[src/rtl/instr_decoder.sv]
module instr_decoder #(
  parameter int AW       = 16,
  parameter int RESET_PC = 0
) (
  input  logic          clk,
  input  logic          rst_n,
  output logic          imem_rd,
  output logic [AW-1:0] imem_addr,
  input  logic [15:0]   imem_rdata,
  output logic [3:0]    reg_sel,
  input  logic [15:0]   reg_rdata,
  output logic          dec_valid,
  input  logic          dec_ready,
  output logic [5:0]    dec_opcode,
  output logic [9:0]    dec_ext_op,
  output logic [3:0]    dec_dst,
  output logic [15:0]   dec_src,
  output logic [1:0]    dec_len,
  output logic          dec_unimpl,
  output logic          err_illegal
);

  localparam logic [5:0] SRC_INLINE = 6'h10;
  localparam logic [5:0] SRC_MINUS1 = 6'h11;
  localparam logic [5:0] SRC_ZERO   = 6'h12;
  localparam logic [3:0] IDX_PC     = 4'hE;
  localparam logic [5:0] RSV_LO     = 6'h13;
  localparam logic [5:0] RSV_HI     = 6'h3A;

  typedef enum logic [2:0] {S_FETCH, S_WORD1, S_EXT, S_LIT, S_PRESENT} state_t;

  state_t        state;
  logic [AW-1:0] pc;
  logic [5:0]    w1_src;
  logic [5:0]    in_src, in_op, cur_src;
  logic          need_more;

  assign in_src    = imem_rdata[15:10];
  assign in_op     = imem_rdata[5:0];
  assign need_more = (in_op == 6'h00) || (in_src == SRC_INLINE);
  assign cur_src   = (state == S_WORD1) ? in_src : w1_src;
  assign reg_sel   = cur_src[3:0];
  assign imem_addr = pc;
  assign dec_valid = (state == S_PRESENT);

  assign imem_rd = (state == S_FETCH)
                || (state == S_WORD1 && need_more)
                || (state == S_EXT && w1_src == SRC_INLINE)
                || (state == S_PRESENT && dec_ready);

  assign dec_unimpl = (dec_opcode == 6'h00)
                   || (dec_opcode >= RSV_LO && dec_opcode <= RSV_HI);

  function automatic logic [15:0] resolve(input logic [5:0] code,
                                          input logic [15:0] rv,
                                          input logic [AW-1:0] pcv);
    if (code < SRC_INLINE)
      resolve = (code[3:0] == IDX_PC) ? 16'(pcv) : rv;
    else if (code == SRC_MINUS1)
      resolve = 16'hFFFF;
    else
      resolve = 16'(code - SRC_ZERO);
  endfunction

  always_ff @(posedge clk or negedge rst_n) begin
    if (!rst_n) begin
      state       <= S_FETCH;
      pc          <= AW'(RESET_PC);
      w1_src      <= '0;
      dec_opcode  <= '0;
      dec_ext_op  <= '0;
      dec_dst     <= '0;
      dec_src     <= '0;
      dec_len     <= 2'd1;
      err_illegal <= 1'b0;
    end else begin
      err_illegal <= 1'b0;
      if (imem_rd) pc <= pc + 1'b1;
      case (state)
        S_FETCH: state <= S_WORD1;
        S_WORD1: begin
          w1_src     <= in_src;
          dec_dst    <= imem_rdata[9:6];
          dec_opcode <= in_op;
          dec_ext_op <= '0;
          if (in_op == 6'h00) begin
            dec_len <= 2'd2;
            state   <= S_EXT;
          end else if (in_src == SRC_INLINE) begin
            dec_len <= 2'd2;
            state   <= S_LIT;
          end else begin
            dec_len <= 2'd1;
            dec_src <= resolve(in_src, reg_rdata, pc);
            state   <= S_PRESENT;
          end
        end
        S_EXT: begin
          dec_ext_op  <= imem_rdata[15:6];
          err_illegal <= |imem_rdata[5:0];
          if (w1_src == SRC_INLINE) begin
            dec_len <= 2'd3;
            state   <= S_LIT;
          end else begin
            dec_src <= resolve(w1_src, reg_rdata, pc);
            state   <= S_PRESENT;
          end
        end
        S_LIT: begin
          dec_src <= imem_rdata;
          state   <= S_PRESENT;
        end
        S_PRESENT: if (dec_ready) state <= S_WORD1;
        default: state <= S_FETCH;
      endcase
    end
  end


  pc_step_chk: assert property (@(posedge clk) disable iff (!rst_n)
    imem_rd |=> imem_addr == $past(imem_addr) + 1'b1);


  pc_hold_chk: assert property (@(posedge clk) disable iff (!rst_n)
    !imem_rd |=> $stable(imem_addr));


  hold_out_chk: assert property (@(posedge clk) disable iff (!rst_n)
    dec_valid && !dec_ready |=> dec_valid && $stable(dec_src) && $stable(dec_dst)
      && $stable(dec_opcode) && $stable(dec_ext_op) && $stable(dec_len));


  stall_no_read_chk: assert property (@(posedge clk) disable iff (!rst_n)
    dec_valid && !dec_ready |-> !imem_rd);


  err_pulse_chk: assert property (@(posedge clk) disable iff (!rst_n)
    err_illegal |=> !err_illegal);


  len_range_chk: assert property (@(posedge clk) disable iff (!rst_n)
    dec_valid |-> dec_len >= 2'd1);


  nonbasic_len_chk: assert property (@(posedge clk) disable iff (!rst_n)
    dec_valid && dec_opcode == 6'h00 |-> dec_len >= 2'd2 && dec_unimpl);

endmodule

[config.mk]
export PLATFORM = sky130hd
export DESIGN_NAME = instr_decoder
export DESIGN_NICKNAME = d
export VERILOG_FILES = /design/src/rtl/instr_decoder.sv
export SDC_FILE = /design/constraint.sdc
export NUM_CORES = 1
export LEC_CHECK = 0
export BUFFER_PORTS_ARGS = -buffer_cell sky130_fd_sc_hd__buf_4
export CAP_MARGIN = 20
export CORE_AREA = 10 10 115 117
export DETAILED_ROUTE_END_ITERATION = 8
export DIE_AREA = 0 0 125 127
export PLACE_DENSITY_LB_ADDON = 0.08
export SYNTH_ARGS = -nofsm -noshare
export SYNTH_HDL_FRONTEND = slang
export SYNTH_SLANG_ARGS = --single-unit
[constraint.sdc]
create_clock -name clk -period 3.8 [get_ports clk]
set_input_delay 0.95 -clock clk [delete_from_list [all_inputs] [get_ports clk]]
set_output_delay 0.95 -clock clk [all_outputs]
set_load 0.03 [all_outputs]
# Word level (Yosys, flattened, before mapping)
# Cells that the tools add are included.
# word_totals
regBits	64
latch_bits	0
ramBits	0
rom_bits	0
input_bits	35
out_inout_bits	62
wordCells	71
memories	0
# classes
add_sub_neg	3
multipliers	0
n_div	0
order_cmp	4
n_eq_ne	15
n_shift	0
n_mux	22
bitwise_logic	0
reduce_logical	17
# op_table
operator	n
$mux 16	9
$pmux 16 s3	1
$eq 6x5->1 const B	4
$pmux 10 s2	1
$add 16x1->16 const B	1
$pmux 3 s5	1
$sub 6x5->7 const B	2
$logic_not 6->1	2
$lt 6x5->1 const B	2
$mux 3	4
$eq 4x4->1 const B	2
$eq 3x2->1 const B	2
$ge 6x5->1 const B	1
$le 6x6->1 const B	1
$mux 2	3
$ne 2x2->1 const B	3
$reduce_or 6->1	1
$logic_or 1x1->1	5
$logic_and 1x1->1	4
$mux 4	1
$ne 2x1->1 const B	2
$pmux 2 s2	1
$reduce_and 4->1	1
$eq 3x1->1 const B	1
other kinds (6)	6

# Longest topological paths before layout
# Gate-level depths: netlist of run 1.
# logic_depth
word_depth	6
mapped_depth	8
depth_no_buf	7

# Worst setup path after synthesis of run 1
# OpenSTA, ideal clock, no wires.
# synth_timing
path_type	input port to output port
from	input imem_rdata[15]
to	output imem_rd
arrival_time_ns	2.527
required_time_ns	2.850
path_slack_ns	0.323
path_stages	6
path_buffers	2
path_cell_list	buf_2 -> or4b_4 -> or3_4 -> a21bo_1 -> buf_2 -> nand2_1
# synth_via
elab_chain_len	6
# synth_rtl
item	line	text
from (decl)	9	input logic [15:0] imem_rdata,
$eq 6x5->1	40	assign need_more = (in_op == 6'h00) || (in_src == SRC_INLINE);
$logic_or 1x1->1	40	
$logic_and 1x1->1	47	|| (state == S_WORD1 && need_more)
$logic_or 1x1->1	47	
$logic_or 1x1->1	48	|| (state == S_EXT && w1_src == SRC_INLINE)
$logic_or 1x1->1	49	|| (state == S_PRESENT && dec_ready);
to (decl)	7	output logic imem_rd,
# Every way passes these cells.

# Final worst setup path of run 1
# layout_timing
from	input imem_rdata[12]
to	output imem_rd
# The elaborated chain is that of the path after synthesis.

==> results of run 1 <==
-- report_power, final --
part	internal [mW]	leakage, nW	total, mW	switching (mW)
clock	0.594	0.155	0.913	0.319
combinational	0.744	1.31	1.79	1.05
sequential	0.902	0.821	1.17	0.265
-- worst max-delay path: cells and delay by family --
family	cells	cell delay (ns)
simple gates	3	1.06
compound gates	1	0.22
buf+inv	2	0.33
-- cell families (layout without fill, tap and decap cells) --
kind of cell | Yosys count | count (layout) | synth area share, %
fa+ha+maj | 3 | 3 | 1.005
compound gates | 90 | 90 | 17.56
simple gates | 135 | 135 | 18.40
mux | 35 | 35 | 11.33
xor+xnor | 18 | 18 | 4.222
flops | 64 | 64 | 42.93
buf+inv | 38 | 129 | 4.558
-- worst paths after layout --
path,startpoint,to,slack (ns),cells past startpoint
min in group asynchronous,rst_n,dec_ext_op[3],0.71,1
max in group asynchronous,rst_n,state[0],2.55,1
hold reg to reg,dec_ext_op[7],dec_ext_op[7],0.50,1
hold / removal,dec_ext_op[7],dec_ext_op[7],0.50,1
setup reg to reg,w1_src[3],dec_src[3],1.27,5
setup / recovery,imem_rdata[12],imem_rd,0.28,6
-- sequential cells by signal, indices dropped and copies added (netlist names) --
name / count
state: 3
dec_dst: 4
dec_src: 16
dec_opcode: 6
imem_addr: 16
w1_src: 6
dec_ext_op: 10
err_illegal: 1
dec_len: 2
-- cells in the mapped netlist, types with 4 or more instances --
library cell	instances	area share [%]
nand4_1	6	1.0
clkbuf_1	22	2.2
a31oi_1	14	2.3
nor3b_1	4	0.80
o21ai_0	12	1.6
a22o_1	9	2.1
a211oi_1	5	1.0
nand2_1	45	4.5
buf_2	4	0.54
mux2_2	22	6.6
mux2_4	9	3.6
dfrtp_1	63	42
a221o_1	12	3.2
and3_1	4	0.67
nor2_1	10	1.0
mux2i_1	4	1.1
nor3_1	5	0.67
nand2b_1	4	0.67
a21oi_1	18	2.4
xor2_1	16	3.8
nand3_1	38	5.1
inv_1	8	0.80
-- layout make-up --
cell class	instances	area, sq um	share of cell area [%]
Multi-Input combinational cell	281	1966	40.14
Sequential cell	64	1603	32.73
Timing Repair Buffer	105	788.3	16.10
Clock buffer	10	239.0	4.880
Tap cell	143	178.9	3.654
Clock inverter	6	92.59	1.891
Inverter	8	30.03	0.6132
-- routing by layer --
metal  GRT usage [%]  wire, microns
met5               0              0
met4           5.827            229
met3           4.260            807
met2           24.62           5668
met1           20.05           5862
-- metrics by stage --
step                util [%]  std cells  power [mW]  setup slack [ns]
floorplan                  -        383       2.319            0.3229
global placement       41.04        601       2.984            0.3025
detailed placement     41.04        601       2.989            0.2986
CTS                    44.02        617       3.926            0.2901
global route           44.02        617       4.113            0.2412
finish                 44.02        617       3.874            0.2823
==> impl_metrics.env, run 1 <==
export IMPL_fin_crit_ns=3.518
export IMPL_cts_made_buffers=9
export IMPL_hold_class="register to register"
export IMPL_postSynth_asyncResetShare_pct=100.0
export IMPL_cpMaxStageDelayCell="or4b_4"
export IMPL_finish_instance_area_sq_um=4897
export IMPL_cts_resized=0
export IMPL_worstSkewPairLatency_ns=0.34
export IMPL_viasPerCell=5.379
export IMPL_fillers=1104
export IMPL_syn_nets=421
export IMPL_core_area_sq_um=11130
export IMPL_drive_gt1_share_pct=34.18
export IMPL_fmax_mhz=284.3
export IMPL_antenna_found_initial=0
export IMPL_clk_pin_slew_ns=0.06
export IMPL_worstPathMaxFanout=7
export IMPL_ys_ff_latch=64
export IMPL_yosysSeqAreaShare_pct=42.93
export IMPL_ys_types=56
export IMPL_cp_start_kind="input port"
export IMPL_clockBufferDepth=2
export IMPL_whs_ns=0.5016
export IMPL_post_cts_buffers=0
export IMPL_rsz0062_at_grt="false"
export IMPL_crit_path_max_incr_delay_ns=0.56
export IMPL_cp_arrival_ns=2.57
export IMPL_wl_microns=12570
export IMPL_initial_core_util_pct=33.56
export IMPL_irDropWorstVdd_mv=0.5859
export IMPL_first_iter_violations=256
export IMPL_grt_ovfl_total=0
export IMPL_grt_usage_pct=15.62
export IMPL_portBuffers=96
export IMPL_final_common_cell="buf_4"
export IMPL_maxCapViolCount=0
export IMPL_dpl_hpwl_microns=9278
export IMPL_timing_final_crit_share_pct=92.57
export IMPL_power_per_cell_area_nw_per_um2=791.0
export IMPL_maxSlewViolCount=0
export IMPL_h_tree_depth=3
export IMPL_final_cell_mix="buf_4 (105), dfrtp_1 (63), nand2_1 (45), nand3_1 (38), mux2_2 (22)"
export IMPL_synthFlopType="dfrtp_1"
export IMPL_worst_slew_pin_slew_ns=1.021
export IMPL_ant_nets=0
export IMPL_syn_inst=383
export IMPL_die_x_microns=125
export IMPL_area_delta_synth_final_pct=31.17
export IMPL_grt_pass1_wl_microns=20160
export IMPL_yosys_warnings=0
export IMPL_worst_path_most_repeated_cell="buf_4"
export IMPL_fp_dieArea_sq_um=15880
export IMPL_hold_violations=0
export IMPL_pin_count=97
export IMPL_netlist_area_sq_um=3734
export IMPL_route_detailed_drc=0
export IMPL_skew_ns=0.01132
export IMPL_cp_cell_sequence="buf_4, or4b_4, or3_4, a21bo_1, nand2_1, buf_4"
export IMPL_cts_tree="done"
export IMPL_crit_path_end_kind="output port"
export IMPL_fin_nets=507
export IMPL_cts_root_buf="clkbuf_16"
export IMPL_postPlaceCellArea_sq_um=4566
export IMPL_cp_required_ns=2.85
export IMPL_criticalPathCategory="input port to output port"
export IMPL_cts_sinks=64
export IMPL_outcome="completed"
export IMPL_synth_edf_count=0
export IMPL_wl_per_cell_microns=20.37
export IMPL_die_y_microns=127
export IMPL_fin_tns_setup_ns=0
export IMPL_avgSynthCellArea_sq_um=9.748
export IMPL_grt_pass1_vias=3547
export IMPL_grt_max_degree=65
export IMPL_vias=3319
export IMPL_final_setup_viol_count=0
export IMPL_p_leak_nw=2.290
export IMPL_first_pass_iters=4
export IMPL_diodes=0
export IMPL_gp_congestion=0.8633
export IMPL_hold_buffers=0
export IMPL_slew_headroom_pct=31.84
export IMPL_rows=39
Note: power is estimated with default switching activity, not from simulation.
==> run 2, diff against run 1 <==
CORE_AREA = 10 10 95 97   (was 10 10 115 117)
DIE_AREA = 0 0 105 107   (was 0 0 125 127)
==> impl_metrics.env, run 2 (same netlist as run 1, synthesis figures left out) <==
export IMPL_outcome="completed"
export IMPL_power_per_cell_area_nw_per_um2=740.7
export IMPL_hold_violations=0
export IMPL_vias=3452
export IMPL_worst_slew_pin_slew_ns=1.110
export IMPL_wl_microns=11330
export IMPL_drive_gt1_share_pct=33.62
export IMPL_worstPathMaxFanout=7
export IMPL_clockBufferDepth=2
export IMPL_maxSlewViolCount=0
export IMPL_slew_headroom_pct=25.70
export IMPL_crit_path_end_kind="output port"
export IMPL_cts_tree="done"
export IMPL_first_pass_iters=6
export IMPL_fin_tns_setup_ns=0
export IMPL_route_detailed_drc=0
export IMPL_gp_congestion=0.9027
export IMPL_h_tree_depth=3
export IMPL_pin_count=97
export IMPL_antenna_found_initial=0
export IMPL_r2r_end="dec_src[3]"
export IMPL_cp_arrival_ns=2.54
export IMPL_grt_usage_pct=20.12
export IMPL_portBuffers=96
export IMPL_final_setup_viol_count=0
export IMPL_die_y_microns=107
export IMPL_grt_pass1_vias=3491
export IMPL_initial_core_util_pct=52.31
export IMPL_skew_ns=0.01008
export IMPL_grt_max_degree=65
export IMPL_cts_root_buf="clkbuf_8"
export IMPL_layout_setup_ws_ns=0.3096
export IMPL_first_iter_violations=320
export IMPL_place_ws_ns=0.3128
export IMPL_worst_hold_path_endpoint="dec_ext_op[5]"
export IMPL_criticalPathCategory="input port to output port"
export IMPL_final_cell_mix="buf_4 (104), dfrtp_1 (63), nand2_1 (45), nand3_1 (38), mux2_2 (22)"
export IMPL_holdPathStages=2
export IMPL_fmax_mhz=286.5
export IMPL_min_delay_start="dec_ext_op[5]"
export IMPL_clk_pin_slew_ns=0.06
export IMPL_timing_final_crit_share_pct=91.85
export IMPL_diodes=0
export IMPL_irDropWorstVdd_mv=0.5028
export IMPL_ant_nets=0
export IMPL_placed_cells=556
export IMPL_hold_buffers=0
export IMPL_r2r_start="w1_src[3]"
export IMPL_ff2ff_setup_slack_ns=1.30
export IMPL_dpl_hpwl_microns=8374
export IMPL_rsz0062_at_grt="false"
export IMPL_area_delta_synth_final_pct=25.03
export IMPL_rows=31
export IMPL_finalNonFillerCells=572
export IMPL_cts_sinks=64
export IMPL_p_leak_nw=2.220
export IMPL_hold_class="register to register"
export IMPL_wl_per_cell_microns=19.81
export IMPL_cts_made_buffers=9
export IMPL_grt_ovfl_total=0
export IMPL_grt_pass1_wl_microns=18420
export IMPL_post_cts_buffers=0
export IMPL_maxCapViolCount=0
export IMPL_cp_start_kind="input port"
export IMPL_core_area_sq_um=7137
export IMPL_fin_nets=506
export IMPL_cp_required_ns=2.85
export IMPL_worstSkewPairLatency_ns=0.34
export IMPL_fin_crit_ns=3.490
export IMPL_fp_dieArea_sq_um=11240
export IMPL_viasPerCell=6.035
export IMPL_r2r_worst_path_cells=5
export IMPL_finish_instance_area_sq_um=4668
export IMPL_die_x_microns=105
export IMPL_postPlaceCellArea_sq_um=4503
export IMPL_final_common_cell="buf_4"
export IMPL_cts_resized=0
==> run 2: cell count changes in the layout (fill, tap and decap cells not counted), sizes merged <==
| cell | delta |
|---|---|
| clkbuf | +2 |
| bufinv | -2 |
| buf | -1 |
| clkinvlp | -2 |
| clkinv | +2 |
==> run 2: worst max-delay path by stage <==
stage	start	end	slack, ns	depth (start not counted)
final	imem_rdata[12]	imem_rd	0.31	6
after global routing	imem_rdata[12]	imem_rd	0.25	6
after CTS	imem_rdata[12]	imem_rd	0.31	6
after detailed placement	imem_rdata[12]	imem_rd	0.31	6
after global placement	imem_rdata[12]	imem_rd	0.32	6
after floorplan	imem_rdata[15]	imem_rd	0.32	6
==> run 2: worst max-delay path, cell delays in order <==
cell	delay [ns]
buf_4	0.15
or4b_4	0.55
or3_4	0.38
a21bo_1	0.22
nand2_1	0.11
buf_4	0.18
==> run 2: final cells by class <==
cell class | count | area, sq um
Clock buffer | 12 | 145.1
Clock inverter | 4 | 20.02
Fill cell | 640 | 2469
Inverter | 8 | 30.03
Multi-Input combinational cell | 281 | 1966
Sequential cell | 64 | 1603
Tap cell | 99 | 123.9
Timing Repair Buffer | 104 | 780.7
==> run 2: metal layers <==
layer	GRT usage (%)	part of all wire, %
met2	32.65	47
met3	6.168	8.3
met1	25.06	43
met5	0	0
met4	6.569	2.1
==> run 2: where the power goes <==
part	internal (mW)	switching (mW)	total, mW
sequential	0.901	0.263	1.16
combinational	0.738	1.05	1.78
clock	0.250	0.260	0.510
total	1.89	1.57	3.46
==> run 2: stage by stage <==
stage / util [%] / power, mW / hold slack, ns
after floorplan: - / 2.319 / 0.5535
after global placement: 63.10 / 2.930 / 0.4781
after detailed placement: 63.10 / 2.959 / 0.4719
after CTS: 65.41 / 3.471 / 0.4853
after global routing: 65.41 / 3.671 / 0.5153
final: 65.41 / 3.458 / 0.4812
==> run 3, diff against run 2 <==
MAX_ROUTING_LAYER = met4   (was unset)
==> impl_metrics.env, run 3 (same netlist as run 1, synthesis figures left out) <==
export IMPL_cp_required_ns=2.85
export IMPL_maxCapViolCount=0
export IMPL_outcome="completed"
export IMPL_final_cell_mix="buf_4 (105), dfrtp_1 (63), nand2_1 (45), nand3_1 (38), mux2_2 (22)"
export IMPL_first_pass_iters=5
export IMPL_p_int_mw=2.070
export IMPL_clockBufferDepth=2
export IMPL_r2r_worst_path_cells=5
export IMPL_pwr_share_clk_pct=18.9
export IMPL_drive_gt1_share_pct=34.18
export IMPL_r2r_start="w1_src[3]"
export IMPL_fillers=622
export IMPL_area_delta_synth_final_pct=27.25
export IMPL_grt_ovfl_total=0
export IMPL_fin_crit_ns=3.503
export IMPL_diodes=0
export IMPL_initial_core_util_pct=52.31
export IMPL_worstSkewPairLatency_ns=0.34
export IMPL_fin_tns_setup_ns=0
export IMPL_core_area_sq_um=7137
export IMPL_post_cts_buffers=0
export IMPL_cp_start_kind="input port"
export IMPL_critPathCapture="imem_rd"
export IMPL_portBuffers=96
export IMPL_pin_count=97
export IMPL_fp_dieArea_sq_um=11240
export IMPL_fmax_mhz=285.5
export IMPL_rows=31
export IMPL_crit_path_end_kind="output port"
export IMPL_p_seq_share_pct=31.9
export IMPL_cts_made_buffers=9
export IMPL_switching_share_pct=43.35
export IMPL_die_y_microns=107
export IMPL_skew_ns=0.01175
export IMPL_dpl_hpwl_microns=8382
export IMPL_timing_final_crit_share_pct=92.19
export IMPL_worst_slew_pin_slew_ns=1.055
export IMPL_gp_congestion=0.9341
export IMPL_power_per_cell_area_nw_per_um2=769.0
export IMPL_final_setup_viol_count=0
export IMPL_grt_usage_pct=20.83
export IMPL_crit_start="imem_rdata[12]"
export IMPL_first_iter_violations=296
export IMPL_p_sw_mw=1.584
export IMPL_h_tree_depth=3
export IMPL_viasPerCell=6.143
export IMPL_wl_microns=11340
export IMPL_final_common_cell="buf_4"
export IMPL_slew_headroom_pct=29.60
export IMPL_antenna_found_initial=0
export IMPL_utilization_pct=66.57
export IMPL_fin_nets=507
export IMPL_hold_violations=0
export IMPL_ff2ff_setup_slack_ns=1.34
export IMPL_worstPathMaxFanout=7
export IMPL_r2r_end="dec_src[1]"
export IMPL_route_detailed_drc=0
export IMPL_wl_per_cell_microns=19.78
export IMPL_ant_nets=0
export IMPL_hold_class="register to register"
export IMPL_cts_resized=0
export IMPL_grt_max_degree=65
export IMPL_p_leak_nw=2.249
export IMPL_cts_tree="done"
export IMPL_cp_arrival_ns=2.55
export IMPL_rsz0062_at_grt="false"
export IMPL_clk_pin_slew_ns=0.07
export IMPL_grt_pass1_vias=3544
export IMPL_vias=3520
export IMPL_cts_sinks=64
export IMPL_irDropWorstVdd_mv=0.6656
export IMPL_grt_pass1_wl_microns=18470
export IMPL_die_x_microns=105
export IMPL_cts_root_buf="clkbuf_8"
export IMPL_maxSlewViolCount=0
export IMPL_criticalPathCategory="input port to output port"
export IMPL_power_frac_comb_pct=49.2
export IMPL_hold_buffers=0
-- run 3: cell types whose count changed in the layout (fill, tap and decap cells not counted) --
cell and delta:
bufinv_16 +2, clkinv_2 -4, clkinvlp_4 +2, clkbuf_1 -2, buf_4 +1, clkbuf_8 +2
-- run 3: worst min path at each step --
stage / cells after the start / startpoint / end / slack [ns]
global route: 1 / dec_src[4] / dec_src[4] / 0.52
detailed placement: 2 / dec_ext_op[5] / dec_ext_op[5] / 0.49
finish: 2 / dec_ext_op[5] / dec_ext_op[5] / 0.50
CTS: 2 / dec_ext_op[5] / dec_ext_op[5] / 0.50
floorplan: 1 / state[1] / state[2] / 0.55
global placement: 2 / dec_ext_op[5] / dec_ext_op[5] / 0.48
-- run 3: power groups by stage --
| stage | combinational [mW] | clock [mW] | sequential, mW |
|---|---|---|---|
| final | 1.80 | 0.691 | 1.17 |
| after global routing | 1.92 | 0.736 | 1.21 |
| after CTS | 1.81 | 0.704 | 1.16 |
| after detailed placement | 1.80 | 0 | 1.17 |
| after global placement | 1.78 | 0 | 1.16 |
| after floorplan | 0.915 | 0 | 1.40 |
-- run 3: final cells by class --
type / count / area (sq um) / area share, %
Clock buffer: 12 / 165.2 / 3.476
Multi-Input combinational cell: 281 / 1966 / 41.37
Timing Repair Buffer: 105 / 788.3 / 16.59
Inverter: 8 / 30.03 / 0.6321
Tap cell: 99 / 123.9 / 2.607
Clock inverter: 4 / 75.07 / 1.580
Sequential cell: 64 / 1603 / 33.74
-- run 3: routing by layer --
layer	vias up	GRT usage, %	share of wire (%)
met3	26	4.251	7.4
met2	196	31.53	47
li1	1594	-	-
met1	1704	26.10	43
met4	0	10.29	2.7
met5	-	-	0
-- run 3: worst max-delay path, stage by stage --
cell	delay, ns
buf_4	0.15
or4b_4	0.56
or3_4	0.37
a21bo_1	0.22
nand2_1	0.12
buf_4	0.18
-- run 3: per-stage QoR --
step / worst slack, ns / hold slack, ns / total power [mW] / cells / cell area [sq um]
detailed placement: 0.3180 / 0.4856 / 2.970 / 557 / 4511
global placement: 0.3233 / 0.4783 / 2.936 / 557 / 4511
floorplan: 0.3229 / 0.5535 / 2.319 / 383 / 3734
finish: 0.2969 / 0.4979 / 3.653 / 573 / 4751
CTS: 0.3057 / 0.5020 / 3.667 / 573 / 4751
global route: 0.2559 / 0.5185 / 3.859 / 573 / 4751
